**src/rtl/ffc_pkg.sv**
```systemverilog
package ffc_pkg;
  typedef enum logic [1:0] {
    ADDR_STATUS = 2'd0,
    ADDR_SUPPR  = 2'd1,
    ADDR_RTYPE  = 2'd2,
    ADDR_CLRALL = 2'd3
  } ffc_addr_e;
endpackage

```
**src/rtl/ffc_regbus.sv**
```systemverilog
module ffc_regbus #(
  parameter int NFLT = 8
) (
  input  logic            clk,
  input  logic            rst_n,
  input  logic            req_valid_i,
  output logic            req_ready_o,
  input  logic            req_write_i,
  input  logic [1:0]      req_addr_i,
  input  logic [NFLT-1:0] req_wdata_i,
  output logic            rsp_valid_o,
  input  logic            rsp_ready_i,
  output logic [NFLT-1:0] rsp_rdata_o,
  input  logic [NFLT-1:0] status_i,
  output logic [NFLT-1:0] suppr_o,
  output logic [NFLT-1:0] rtype_o,
  output logic [NFLT-1:0] clr_o,
  output logic            clrall_o
);
  import ffc_pkg::*;

  logic            accept;
  logic            wr_fire;
  ffc_addr_e       addr;
  logic [NFLT-1:0] rd_mux;

  assign addr        = ffc_addr_e'(req_addr_i);
  assign req_ready_o = ~rsp_valid_o;
  assign accept      = req_valid_i & req_ready_o;
  assign wr_fire     = accept & req_write_i;
  assign clr_o       = (wr_fire && addr == ADDR_STATUS) ? req_wdata_i : '0;
  assign clrall_o    = wr_fire && addr == ADDR_CLRALL;

  always_comb begin
    case (addr)
      ADDR_STATUS: rd_mux = status_i;
      ADDR_SUPPR:  rd_mux = suppr_o;
      ADDR_RTYPE:  rd_mux = rtype_o;
      default:     rd_mux = '0;
    endcase
  end

  always_ff @(posedge clk or negedge rst_n) begin
    if (!rst_n) begin
      suppr_o     <= '0;
      rtype_o     <= '0;
      rsp_valid_o <= 1'b0;
      rsp_rdata_o <= '0;
    end else begin
      if (wr_fire && addr == ADDR_SUPPR) suppr_o <= req_wdata_i;
      if (wr_fire && addr == ADDR_RTYPE) rtype_o <= req_wdata_i;
      if (accept) begin
        rsp_valid_o <= 1'b1;
        rsp_rdata_o <= req_write_i ? '0 : rd_mux;
      end else if (rsp_ready_i) begin
        rsp_valid_o <= 1'b0;
      end
    end
  end
endmodule

```
**src/rtl/ffc_status.sv**
```systemverilog
module ffc_status #(
  parameter int NFLT = 8
) (
  input  logic            clk,
  input  logic            rst_n,
  input  logic            act_i,
  input  logic [NFLT-1:0] fault_i,
  input  logic [NFLT-1:0] clr_i,
  input  logic            clrall_i,
  output logic [NFLT-1:0] status_o
);
  logic [NFLT-1:0] keep;
  assign keep = status_o & ~clr_i & ~{NFLT{clrall_i}};

  always_ff @(posedge clk or negedge rst_n) begin
    if (!rst_n)      status_o <= '0;
    else if (!act_i) status_o <= '0;
    else             status_o <= keep | fault_i;
  end
endmodule

```
**src/rtl/ffc_guard.sv**
```systemverilog
module ffc_guard #(
  parameter int NFLT       = 8,
  parameter int HICCUP_CYC = 1000
) (
  input  logic            clk,
  input  logic            rst_n,
  input  logic            act_i,
  input  logic [NFLT-1:0] fault_i,
  input  logic [NFLT-1:0] suppr_i,
  input  logic [NFLT-1:0] rtype_i,
  output logic            shutdown_o
);
  localparam int CW = $clog2(HICCUP_CYC + 1);

  logic [NFLT-1:0] trig;
  logic [NFLT-1:0] held;
  logic [NFLT-1:0] retry_busy;

  assign trig = fault_i & ~suppr_i & {NFLT{act_i}};

  for (genvar g = 0; g < NFLT; g++) begin : g_src
    logic          latch_q;
    logic [CW-1:0] cnt_q;

    always_ff @(posedge clk or negedge rst_n) begin
      if (!rst_n) begin
        latch_q <= 1'b0;
        cnt_q   <= '0;
      end else if (!act_i) begin
        latch_q <= 1'b0;
        cnt_q   <= '0;
      end else begin
        if (trig[g] && rtype_i[g]) latch_q <= 1'b1;
        if (trig[g] && !rtype_i[g]) cnt_q <= CW'(HICCUP_CYC);
        else if (cnt_q != '0)       cnt_q <= cnt_q - 1'b1;
      end
    end

    assign held[g]       = latch_q;
    assign retry_busy[g] = cnt_q != '0;
  end

  assign shutdown_o = |held | |retry_busy;
endmodule

```
**src/rtl/fault_flag_ctrl.sv**
```systemverilog
module fault_flag_ctrl #(
  parameter int NFLT       = 8,
  parameter int HICCUP_CYC = 1000
) (
  input  logic            clk,
  input  logic            rst_n,
  input  logic            en_i,
  input  logic            pwr_good_i,
  input  logic [NFLT-1:0] fault_i,
  input  logic            req_valid_i,
  output logic            req_ready_o,
  input  logic            req_write_i,
  input  logic [1:0]      req_addr_i,
  input  logic [NFLT-1:0] req_wdata_i,
  output logic            rsp_valid_o,
  input  logic            rsp_ready_i,
  output logic [NFLT-1:0] rsp_rdata_o,
  output logic            alert_n_o,
  output logic            shutdown_o
);
  logic            act;
  logic [NFLT-1:0] status_q;
  logic [NFLT-1:0] suppr_q;
  logic [NFLT-1:0] rtype_q;
  logic [NFLT-1:0] clr;
  logic            clrall;

  assign act = en_i & pwr_good_i;

  ffc_regbus #(.NFLT(NFLT)) u_bus (
    .clk(clk), .rst_n(rst_n),
    .req_valid_i(req_valid_i), .req_ready_o(req_ready_o),
    .req_write_i(req_write_i), .req_addr_i(req_addr_i),
    .req_wdata_i(req_wdata_i), .rsp_valid_o(rsp_valid_o),
    .rsp_ready_i(rsp_ready_i), .rsp_rdata_o(rsp_rdata_o),
    .status_i(status_q), .suppr_o(suppr_q), .rtype_o(rtype_q),
    .clr_o(clr), .clrall_o(clrall)
  );

  ffc_status #(.NFLT(NFLT)) u_stat (
    .clk(clk), .rst_n(rst_n), .act_i(act), .fault_i(fault_i),
    .clr_i(clr), .clrall_i(clrall), .status_o(status_q)
  );

  ffc_guard #(.NFLT(NFLT), .HICCUP_CYC(HICCUP_CYC)) u_guard (
    .clk(clk), .rst_n(rst_n), .act_i(act), .fault_i(fault_i),
    .suppr_i(suppr_q), .rtype_i(rtype_q), .shutdown_o(shutdown_o)
  );

  assign alert_n_o = ~|status_q;
endmodule

```
**config.mk**
```make
export PLATFORM = sky130hd
export DESIGN_NAME = fault_flag_ctrl
export DESIGN_NICKNAME = d
export VERILOG_FILES = /design/src/rtl/ffc_pkg.sv /design/src/rtl/ffc_regbus.sv /design/src/rtl/ffc_status.sv /design/src/rtl/ffc_guard.sv /design/src/rtl/fault_flag_ctrl.sv
export SDC_FILE = /design/constraint.sdc
export NUM_CORES = 1
export LEC_CHECK = 0
export BUFFER_PORTS_ARGS = -buffer_cell sky130_fd_sc_hd__buf_4
export CORE_MARGIN = 5
export CORE_UTILIZATION = 38
export CTS_BUF_LIST = sky130_fd_sc_hd__clkbuf_4 sky130_fd_sc_hd__clkbuf_8
export DETAILED_ROUTE_END_ITERATION = 10
export PLACE_DENSITY = 0.62
export SLEW_MARGIN = 20
export SYNTH_ARGS = -nofsm -noshare
export SYNTH_HDL_FRONTEND = slang
export SYNTH_HIERARCHICAL = 1
export SYNTH_SLANG_ARGS = --single-unit
```
**constraint.sdc**
```tcl
create_clock -name clk -period 2.3 [get_ports clk]
set_clock_uncertainty 0.15 [all_clocks]
set_input_delay 0 -clock clk [delete_from_list [all_inputs] [get_ports clk]]
set_output_delay 0 -clock clk [all_outputs]
set_load 0.1 [all_outputs]
```
== Word level (Yosys, flattened, before mapping) ==
Index checks and enable logic that the tools add are counted.

* Bits in registers: 121
* Bits in latches: 0
* Memory bits (writable): 0
* ROM bits: 0
* Logic and storage cells: 149
* Memories kept: 0

* Add/subtract/negate cells: 8
* $mul: 0
* Div/mod/pow operators: 0
* Order comparisons: 0
* Equal/unequal tests: 19
* Shift-type cells: 0
* Multiplexer cells: 46
* Bitwise operators: 13
* Reduce and logical (&&, ||, !) cells: 42

{| class="wikitable"
|+ Operators with widths
! cell !! number
|-
| 2-to-1 mux 10 bit || 24
|-
| nonzero test 10 bit || 8
|-
| subtractor 10 x 1 -> 10 bit, second input constant || 8
|-
| bitwise AND 8 bit || 4
|-
| 2-to-1 mux 8 bit || 3
|-
| != test 3 bit, second input constant || 8
|-
| inverter 8 bit || 3
|-
| case mux 8 bit (3 select lines) || 1
|-
| OR reduction 8 bit || 3
|-
| logical AND 1 bit || 20
|-
| 2-to-1 mux 1 bit || 18
|-
| != test 2 bit, second input constant || 8
|-
| logical NOT 1 bit || 9
|-
| bitwise OR 8 bit || 1
|-
| equality test 2 bit, second input constant || 2
|-
| bitwise AND 1 bit || 3
|-
| equality test 2 x 1 -> 1 bit, second input constant || 1
|-
| logical NOT 2 bit || 1
|-
| nonzero test 2 bit || 1
|-
| inverter 1 bit || 1
|-
| bitwise OR 1 bit || 1
|}

== Logic depth before layout (Yosys ltp) ==
Gate-level depths: netlist of run 1.

* Depth after elaboration: 10
* Mapped depth: 8
* Mapped depth without buffers: 6

== By module ==
The synthesis of run 1 kept the hierarchy.

{| class="wikitable"
|+ Modules (own cells, without submodules)
! module !! times used !! cells an instance !! area each (µm²) !! seq. area each (µm²)
|-
| ffc_guard || 1 || 489 || 4619.4 || 2202.1
|-
| ffc_regbus || 1 || 97 || 1219.9 || 625.6
|-
| ffc_status || 1 || 26 || 375.4 || 200.2
|-
| fault_flag_ctrl || 1 || 4 || 25.0 || 0.0
|}

== Worst setup path after synthesis of run 1 ==
No wires, ideal clock.

* Kind: reg-to-output
* Start point: register u_guard.g_src[1].cnt_q[0]
* End point: output port shutdown_o
* Arrival time: 2646 ps
* Path slack: -496 ps
* Cell stages (with the launch flop): 9
* Cells stage by stage: dfrtp_1 inv_1 ha_1 or3b_2 buf_2 or4_4 buf_6 nor3_2 nand3_1

* Longest elaborated chain between the ends: 3

{| class="wikitable"
|+ RTL lines
! item !! RTL line !! source
|-
| start, declared || ffc_guard.sv:23 || <nowiki>logic [CW-1:0] cnt_q;</nowiki>
|-
| start signal, assigned || ffc_guard.sv:34 || <nowiki>if (trig[g] && !rtype_i[g]) cnt_q <= CW'(HICCUP_CYC);</nowiki>
|-
| start signal, assigned || ffc_guard.sv:35 || <nowiki>else if (cnt_q != '0) cnt_q <= cnt_q - 1'b1;</nowiki>
|-
| nonzero test 10 bit || ffc_guard.sv:40 || <nowiki>assign retry_busy[g] = cnt_q != '0;</nowiki>
|-
| OR reduction 8 bit || ffc_guard.sv:43 || <nowiki>assign shutdown_o = |held | |retry_busy;</nowiki>
|-
| bitwise OR 1 bit || ffc_guard.sv:43 ||
|-
| end, declared || fault_flag_ctrl.sv:19 || <nowiki>output logic shutdown_o</nowiki>
|}

No other way between the ends.

== Worst setup path in the final report of run 1 ==
* Start point: register u_guard.g_src[2].cnt_q[1]
* End point: output port shutdown_o

* Longest elaborated chain between the ends: 3

{| class="wikitable"
|+ RTL lines
! item !! RTL line
|-
| start, declared || ffc_guard.sv:23
|-
| start signal, assigned || ffc_guard.sv:34
|-
| start signal, assigned || ffc_guard.sv:35
|-
| nonzero test 10 bit || ffc_guard.sv:40
|-
| OR reduction 8 bit || ffc_guard.sv:43
|-
| bitwise OR 1 bit || ffc_guard.sv:43
|}

No other way between the ends.

==> results of run 1 <==
## final timing paths
kind | from | end
worst max-delay path | u_guard/g_src[2].cnt_q[1]$_DFFE_PN0P_ | shutdown_o
worst min-delay path | en_i | u_guard/g_src[7].cnt_q[3]$_DFFE_PN0P_
worst max register to register | u_guard/g_src[1].cnt_q[1]$_DFFE_PN0P_ | u_guard/g_src[1].cnt_q[0]$_DFFE_PN0P_
worst min register to register | u_guard/g_src[0].latch_q$_DFFE_PN0P_ | u_guard/g_src[0].latch_q$_DFFE_PN0P_
max in group asynchronous | rst_n | u_guard/g_src[4].cnt_q[7]$_DFFE_PN0P_
min in group asynchronous | rst_n | u_guard/g_src[6].cnt_q[9]$_DFFE_PN0P_
## kinds of logic after synthesis
group           after synthesis  synth area share, %
compound gates              122                 12.1
simple gates                233                 22.6
buf+inv                      58                 3.91
xor+xnor                     46                 6.46
flops                       121                 48.5
fa+ha+maj                     8                 1.60
mux                          28                 4.83
## report_power, final
part	leakage [nW]	switching (W)	total [W]	internal [W]
logic	1.68	0.00298	0.00557	0.00258
clock network	0.195	0.000907	0.00193	0.00103
registers	1.62	0.000615	0.00334	0.00273
## per-layer routing
layer | routed length [um] | vias up
met1 | 6840 | 2353
met5 | 0 | -
li1 | - | 2360
met3 | 532 | 18
met2 | 6420 | 90
met4 | 210 | 0
## through the flow
step           cell area [um^2]  hold slack (ps)
2_1_floorplan              6290             -446
3_3_place_gp               6930             -106
3_5_place_dp               6930            -98.6
4_1_cts                    7650             4.07
5_1_grt                    7650             27.1
6_report                   7650             37.0
## state kept, by name, summed over array words and instances, names as in the netlist
| signal | flops |
|---|---|
| u_guard/g_src.cnt_q | 80 |
| u_bus/rsp_rdata_o | 8 |
| u_bus/rtype_o | 8 |
| u_bus/suppr_o | 8 |
| u_guard/g_src.latch_q | 8 |
| u_stat/status_o | 8 |
| u_bus/rsp_valid_o | 1 |
## layout by cell type (no fill, tap or decap), types with 14 or more instances in the layout
cell / Yosys / final
nor3_1: 17 / 17
inv_1: 35 / 34
a21oi_1: 49 / 49
dlygate4sd3_1: 0 / 26
nor2_1: 54 / 54
dfrtp_1: 121 / 120
buf_4: 2 / 60
xnor2_1: 23 / 23
o21ai_0: 20 / 20
nand3b_1: 22 / 22
nand3_1: 15 / 14
mux2_2: 17 / 17
xor2_1: 23 / 23
clkbuf_8: 0 / 19
nand2_1: 40 / 40
## worst reg2reg max path, cell delays in order, from the launching register on
cell and delay (ps):
dfrtp_1 410, inv_1 70, ha_2 170, or3b_4 420
or4_4 470, buf_4 180, xnor2_1 140, nor2_1 60
## repair_timing
action | CTS | global route
gates resized for setup | 5 | 0
setup endpoints to repair | 1 | 1
pin swaps | 0 | 0
buffers inserted | 1 | 0
hold buffers | 27 | 0
hold endpoints to repair | 207 | 0
## final cells by class
class / instances / area, um^2 / area share, %
Clock buffer: 19 / 262 / 3.42
Clock inverter: 13 / 144 / 1.88
Inverter: 35 / 135 / 1.77
Multi-Input combinational cell: 437 / 3020 / 39.4
Sequential cell: 121 / 3030 / 39.6
Tap cell: 216 / 270 / 3.53
Timing Repair Buffer: 90 / 791 / 10.3
==> impl_metrics.yaml, run 1 <==
clock_tree:
  cts.sinks: 121
  cts_tree: "done"
  htreeDepth: 4
  clk_pin_slew_ps: 80
  clock_path_buffers: 2
  numCtsBuffers: 17
  clk_latency_ps: 450
  clock-root-buffer: "clkbuf_8"
timing:
  finalCritPeriodShare_pct: 113
  setup_slack_ps: -309
  finalHoldViolations: 0
  worst_pin_slew_ps: 616
  max-slew-margin-rel_pct: 58.9
  max_freq_mhz: 383
  slew_viol_final: 0
  period_needed_ps: 2610
  final.setup.tns_ps: -309
  rsz0062_at_grt: "true"
  setup_viol: 1
global_route:
  overflow: 0
  gr-usage-met3_pct: 4.24
  antenna_found_initial: 0
  grt_max_degree: 40
  grt_use_met2_pct: 23.6
  grt_use_met1_pct: 21.2
  grt_pass1_vias: 4902
  top_usage_layer: "met2"
  grt_pass1_wl_um: 24400
  track_usage_pct: 15.4
final_layout:
  antenna_cells: 0
  final_layout_size_suffix_gt1_share_pct: 21.0
  nFillCells: 1501
  areaGrowthSynthToFinish_pct: 22.6
  finalNetCount: 735
  final_cells: 931
  utilization_pct: 47.8
setup_path:
  path_delay_family: "simple AND/OR/NAND/NOR gates"
  cp-end-kind: "primary output"
  worst_r2r_path_depth: 7
  max_stage_delay_ps: 470
  worstSetupStartpointType: "flip-flop"
  arrival_ps: 2460
  worstPathRequired_ps: 2150
  path_max_fanout: 4
  cp.depth: 7
  path_class: "flip-flop to primary output"
  worst_path_max_delay_cell: "or4b_4"
  cp_num_buf_inv: 2
  r2r_setup_slack_ps: 140
  crit_chain: "inv_1 -> ha_1 -> or4b_4 -> or3_4 -> nor4_4 -> nand3_4 -> buf_12"
power:
  peakVddDrop_mv: 0.662
  p_leak_nw: 3.49
  total_power_w: 0.0108
  powerDensity_nw_per_um2: 1420
yosys:
  syn_area_per_cell_um2: 10.1
  synthTopCellsByArea: "dfrtp_1 49%, a21oi_1 3.9%, nor2_1 3.2%"
  postSynthCellCount: 616
  synthFlopType: "dfrtp_1"
  synthDistinctLibCells: 57
  synth_edf_count: 0
  yosys_warnings: 6
  syn_area_um2: 6240
  synth_common_cells: "121 x dfrtp_1, 54 x nor2_1, 49 x a21oi_1, 40 x nand2_1, 35 x inv_1"
  postSynthRegisterBits: 121
  synth_nets: 649
  synth_top_area_share_pct: 48.5
  ys_seq_area_share_pct: 48.5
  yosysMostFrequentCell: "dfrtp_1"
  synthArstFlopShare_pct: 100
  yosysTopAreaCell: "dfrtp_1"
placed_design:
  gp_congestion: 0.803
  port-buffer-count: 36
  dpl.hpwl_um: 9670
  dp_slack_ps: 87.3
  place_inst: 871
die:
  die_w_um: 138
  start_util_pct: 39.0
  core_um2: 16000
  die_area_um2: 19100
  core.rowCount: 46
  fp.dieH_um: 138
  ioPinCount: 37
run_status:
  status: "finished with violations"
  failed_checks: "negative setup slack"
detailed_routing:
  routedWlPerCell_um: 15.0
  vias: 4821
  drc: 0
  dr.pass1.iters: 5
  vias_per_cell: 5.18
  first_iter_violations: 245
  drt_wl_total_um: 14000
  ant_nets: 0
flow_run:
  drv_cap: 0
hold_path:
  min_path_cells: 4
  hold_class: "input pin to flip-flop"
Note: power is estimated with default switching activity, not from simulation.
==> run 2: changes to the inputs <==
CORE_UTILIZATION = 53   (was 38)
PLACE_DENSITY = 0.8   (was 0.62)
==> impl_metrics.yaml, run 2 (synthesis results as in run 1) <==
clock_tree:
  clk_pin_slew_ps: 70
  clock-root-buffer: "clkbuf_8"
  clk_latency_ps: 440
  cts.sinks: 121
  cts_tree: "done"
  htreeDepth: 4
  numCtsBuffers: 17
  clock_path_buffers: 2
die:
  die_w_um: 119
  start_util_pct: 54.4
  core.rowCount: 39
  die_area_um2: 14000
  core_um2: 11500
  ioPinCount: 37
  fp.dieH_um: 119
final_layout:
  final_layout_size_suffix_gt1_share_pct: 22.1
  layout_commonest_cell: "dfrtp_1"
  finalNetCount: 739
  utilization_pct: 66.1
  areaGrowthSynthToFinish_pct: 21.6
  top_register: "u_guard/g_src.cnt_q"
  final_area_um2: 7580
  final_cell_mix: "120 x dfrtp_1, 69 x buf_4, 54 x nor2_1, 49 x a21oi_1, 40 x nand2_1"
  largest_reg_flops: 80
timing:
  hold_ws_ps: 29.4
  rsz0062_at_grt: "true"
  finalHoldViolations: 0
  worst_pin_slew_ps: 635
  max_freq_mhz: 391
  setup_viol: 1
  final.setup.tns_ps: -259
  max-slew-margin-rel_pct: 57.6
  period_needed_ps: 2560
  finalCritPeriodShare_pct: 111
  slew_viol_final: 0
  setup_slack_ps: -259
detailed_routing:
  routedWlPerCell_um: 17.3
  drt_wl_total_um: 14900
  vias: 4998
  ant_nets: 0
  dr.pass1.iters: 5
  drc: 0
  first_iter_violations: 403
  vias_per_cell: 5.80
global_route:
  grt_pass1_vias: 5072
  grt_use_met2_pct: 37.7
  top_usage_layer: "met2"
  overflow: 0
  track_usage_pct: 22.1
  antenna_found_initial: 0
  grt_pass1_wl_um: 24800
  gr-usage-met3_pct: 5.54
  grt_use_met1_pct: 27.0
  grt_max_degree: 45
setup_path:
  cp-end-kind: "primary output"
  path_max_fanout: 2
  r2r_setup_slack_ps: 140
  arrival_ps: 2410
  r2r_end: "u_guard/g_src[1].cnt_q[6]$_DFFE_PN0P_"
  worstPathRequired_ps: 2150
  path_class: "flip-flop to primary output"
  r2r-start: "u_guard/g_src[1].cnt_q[4]$_DFFE_PN0P_"
  worst_r2r_path_depth: 5
  crit_path_end: "shutdown_o"
  worstSetupStartpointType: "flip-flop"
  startpoint: "u_guard/g_src[2].cnt_q[1]$_DFFE_PN0P_"
placed_design:
  gp_congestion: 0.840
  port-buffer-count: 36
  dpl.hpwl_um: 9900
  placed_cell_area_um2: 6810
run_status:
  status: "finished with violations"
  failed_checks: "negative setup slack"
power:
  peakVddDrop_mv: 0.857
  p_leak_nw: 3.54
  powerDensity_nw_per_um2: 1480
hold_path:
  hold_class: "input pin to async pin"
flow_run:
  drv_cap: 0
[run 2: cell count changes in the layout (fill, tap and decap cells not counted), sizes merged, moves of 2 or more]
cell	previous run	this run
clkinvlp	5	1
clkinv	4	6
buf	64	71
dlygate4sd3	26	23
clkbuf	19	22
inv	37	34
[run 2: worst min-delay path by stage]
stage / from / slack, ps / end / cells past startpoint
final: rst_n / 30 / u_guard/g_src[2].cnt_q[2]$_DFFE_PN0P_ / 3
after CTS: rst_n / 20 / u_guard/g_src[2].cnt_q[2]$_DFFE_PN0P_ / 3
after floorplan: rst_n / -450 / u_bus/rsp_rdata_o[0]$_DFFE_PN0P_ / 0
after global routing: rst_n / 50 / u_guard/g_src[2].cnt_q[2]$_DFFE_PN0P_ / 3
after detailed placement: rst_n / -90 / u_guard/g_src[2].cnt_q[2]$_DFFE_PN0P_ / 1
after global placement: rst_n / -90 / u_guard/g_src[2].cnt_q[2]$_DFFE_PN0P_ / 1
[run 2: repair_timing]
action,CTS,global route
hold buffers,24,0
endpoints found under the hold margin,192,0
buffers inserted,7,2
gates resized for setup,7,1
cloned,0,0
pin swaps,6,3
setup endpoints to repair,1,3
[run 2: stage by stage]
step                      cells  total power [W]  setup WS (ps)
after floorplan             616          0.00748           7.12
after global placement      797          0.00858            110
after detailed placement    797          0.00889           58.7
after CTS                   859           0.0112           -342
after global routing        861           0.0120           -357
final                       862           0.0112           -259
[run 2: metal layers]
metal	part of all wire (%)	up-vias
li1	-	2360
met1	43	2474
met2	51	144
met3	4.3	20
met4	1.8	0
met5	0	-
[run 2: cell type report]
| type | instances | area [um^2] |
|---|---|---|
| clock buffer | 22 | 297 |
| clock inverter | 9 | 120 |
| multi-input combinational | 437 | 3020 |
| sequential | 121 | 3030 |
| inverter | 35 | 135 |
| antenna | 1 | 2.50 |
| fill | 877 | 3880 |
| timing repair buffer | 94 | 796 |
| tap | 143 | 179 |
[run 2: report_power, final]
group          total (W)  switching [W]  internal, W
Sequential       0.00335       0.000624      0.00273
Clock            0.00200       0.000817      0.00118
Combinational    0.00586        0.00315      0.00270
Total             0.0112        0.00459      0.00661
[run 2: critical path: stages, from the launching register on]
cell	delay (ps)
dfrtp_1	380
inv_1	70
ha_2	160
or4b_4	460
or3_4	360
nor4_4	220
nand3_4	120
buf_12	180
==> run 3: changes to the inputs <==
CORE_MARGIN = 4   (was 5)
==> impl_metrics.yaml, run 3 (synthesis results as in run 1) <==
global_route:
  grt_pass1_vias: 5014
  antenna_found_initial: 0
  track_usage_pct: 22.1
  grt_pass1_wl_um: 23600
  overflow: 0
  grt_max_degree: 52
setup_path:
  r2r-start: "u_guard/g_src[1].cnt_q[4]$_DFFE_PN0P_"
  worst_r2r_path_depth: 5
  startpoint: "u_guard/g_src[2].cnt_q[0]$_DFFE_PN0P_"
  worstPathRequired_ps: 2150
  cp-end-kind: "primary output"
  worstSetupStartpointType: "flip-flop"
  crit_path_end: "shutdown_o"
  r2r_end: "u_guard/g_src[1].cnt_q[5]$_DFFE_PN0P_"
  path_class: "flip-flop to primary output"
  path_max_fanout: 2
  arrival_ps: 2390
  r2r_setup_slack_ps: 150
timing:
  max-slew-margin-rel_pct: 54.2
  setup_viol: 1
  finalHoldViolations: 0
  slew_viol_final: 0
  setup_slack_ps: -236
  worst_pin_slew_ps: 686
  rsz0062_at_grt: "true"
  max_freq_mhz: 394
  period_needed_ps: 2540
  hold_ws_ps: 0.115
  finalCritPeriodShare_pct: 110
power:
  peakVddDrop_mv: 0.939
  total_power_w: 0.0113
  powerDensity_nw_per_um2: 1490
  p_leak_nw: 3.54
placed_design:
  port-buffer-count: 36
  dpl.hpwl_um: 9320
  gp_congestion: 0.866
detailed_routing:
  vias_per_cell: 5.76
  drc: 0
  first_iter_violations: 312
  drt_wl_total_um: 13800
  vias: 4934
  dr.pass1.iters: 5
  routedWlPerCell_um: 16.1
  ant_nets: 0
clock_tree:
  htreeDepth: 4
  numCtsBuffers: 17
  clk_latency_ps: 440
  cts.sinks: 121
  clk_pin_slew_ps: 70
  cts_tree: "done"
  clock-root-buffer: "clkbuf_8"
  clock_path_buffers: 2
die:
  ioPinCount: 37
  start_util_pct: 54.4
  core.rowCount: 39
  die_area_um2: 13600
  core_um2: 11500
  fp.dieH_um: 117
  die_w_um: 117
final_layout:
  nFillCells: 825
  final_layout_size_suffix_gt1_share_pct: 21.5
  final_cell_mix: "120 x dfrtp_1, 63 x buf_4, 54 x nor2_1, 49 x a21oi_1, 40 x nand2_1"
  layout_commonest_cell: "dfrtp_1"
  utilization_pct: 66.3
  areaGrowthSynthToFinish_pct: 21.8
  largest_reg_flops: 80
  top_register: "u_guard/g_src.cnt_q"
  finalNetCount: 734
  antenna_cells: 0
run_status:
  failed_checks: "negative setup slack"
  status: "finished with violations"
flow_run:
  drv_cap: 0
hold_path:
  hold_class: "input pin to async pin"
[run 3: cell count changes in the layout (fill, tap and decap cells not counted), moves of 2 or more]
cell | before | now
buf_4 | 69 | 63
clkinv_2 | 6 | 1
clkbuf_4 | 1 | 4
buf_12 | 1 | 3
bufinv_16 | 3 | 5
[run 3: routing by layer]
layer | wire length [um] | part of all wire (%) | vias up | global-route usage, %
li1 | - | - | 2348 | -
met1 | 6080 | 44 | 2434 | 28.4
met2 | 6870 | 50 | 133 | 36.7
met3 | 586 | 4.3 | 19 | 4.87
met4 | 216 | 1.6 | 0 | 8.04
met5 | 0 | 0 | - | 0
[run 3: report_power, final]
group | leakage, nW | switching, W | internal [W]
logic | 1.68 | 0.00306 | 0.00267
registers | 1.62 | 0.000609 | 0.00273
clock network | 0.241 | 0.000807 | 0.00142
total | 3.54 | 0.00447 | 0.00683
[run 3: how the worst min path moves through the flow]
stage / start / to / cells after the start
detailed placement: rst_n / u_guard/g_src[0].cnt_q[6]$_DFFE_PN0P_ / 1
CTS: rst_n / u_guard/g_src[0].cnt_q[1]$_DFFE_PN0P_ / 2
global placement: rst_n / u_guard/g_src[0].cnt_q[6]$_DFFE_PN0P_ / 1
floorplan: rst_n / u_bus/rsp_rdata_o[0]$_DFFE_PN0P_ / 0
finish: rst_n / u_guard/g_src[0].cnt_q[6]$_DFFE_PN0P_ / 2
global route: rst_n / u_guard/g_src[0].cnt_q[6]$_DFFE_PN0P_ / 2
[run 3: repair_timing]
action,in CTS,in global routing
gates resized for setup,6,1
hold buffers,23,0
buffers inserted,6,1
pin swaps,5,4
cloned,0,0
endpoints found under the setup margin,1,1
endpoints found under the hold margin,194,0
[run 3: area by class of cell]
cell class | instances | area, um^2 | area share, %
inverters | 35 | 135 | 1.78
repair buffers | 89 | 763 | 10.0
clock buffers | 24 | 305 | 4.02
clock inverters | 7 | 164 | 2.16
flip-flops and latches | 121 | 3030 | 39.9
multi-input cells | 437 | 3020 | 39.8
well taps | 143 | 179 | 2.35
[run 3: metrics by stage]
step	instance area, um^2	cells	setup TNS [ps]	setup slack [ps]
3_5_place_dp	6820	795	0	64.3
3_3_place_gp	6820	795	0	122
2_1_floorplan	6290	616	0	7.12
4_1_cts	7590	855	-355	-355
6_report	7600	856	-236	-236
5_1_grt	7600	856	-327	-327
[run 3: worst max-delay path, cell delays in order, from the launching register on]
cell and delay, ps:
dfrtp_1 380, inv_1 60, ha_1 150, or4b_4 460, or3_4 370, nor4_4 230
nand3_4 120, buf_12 180
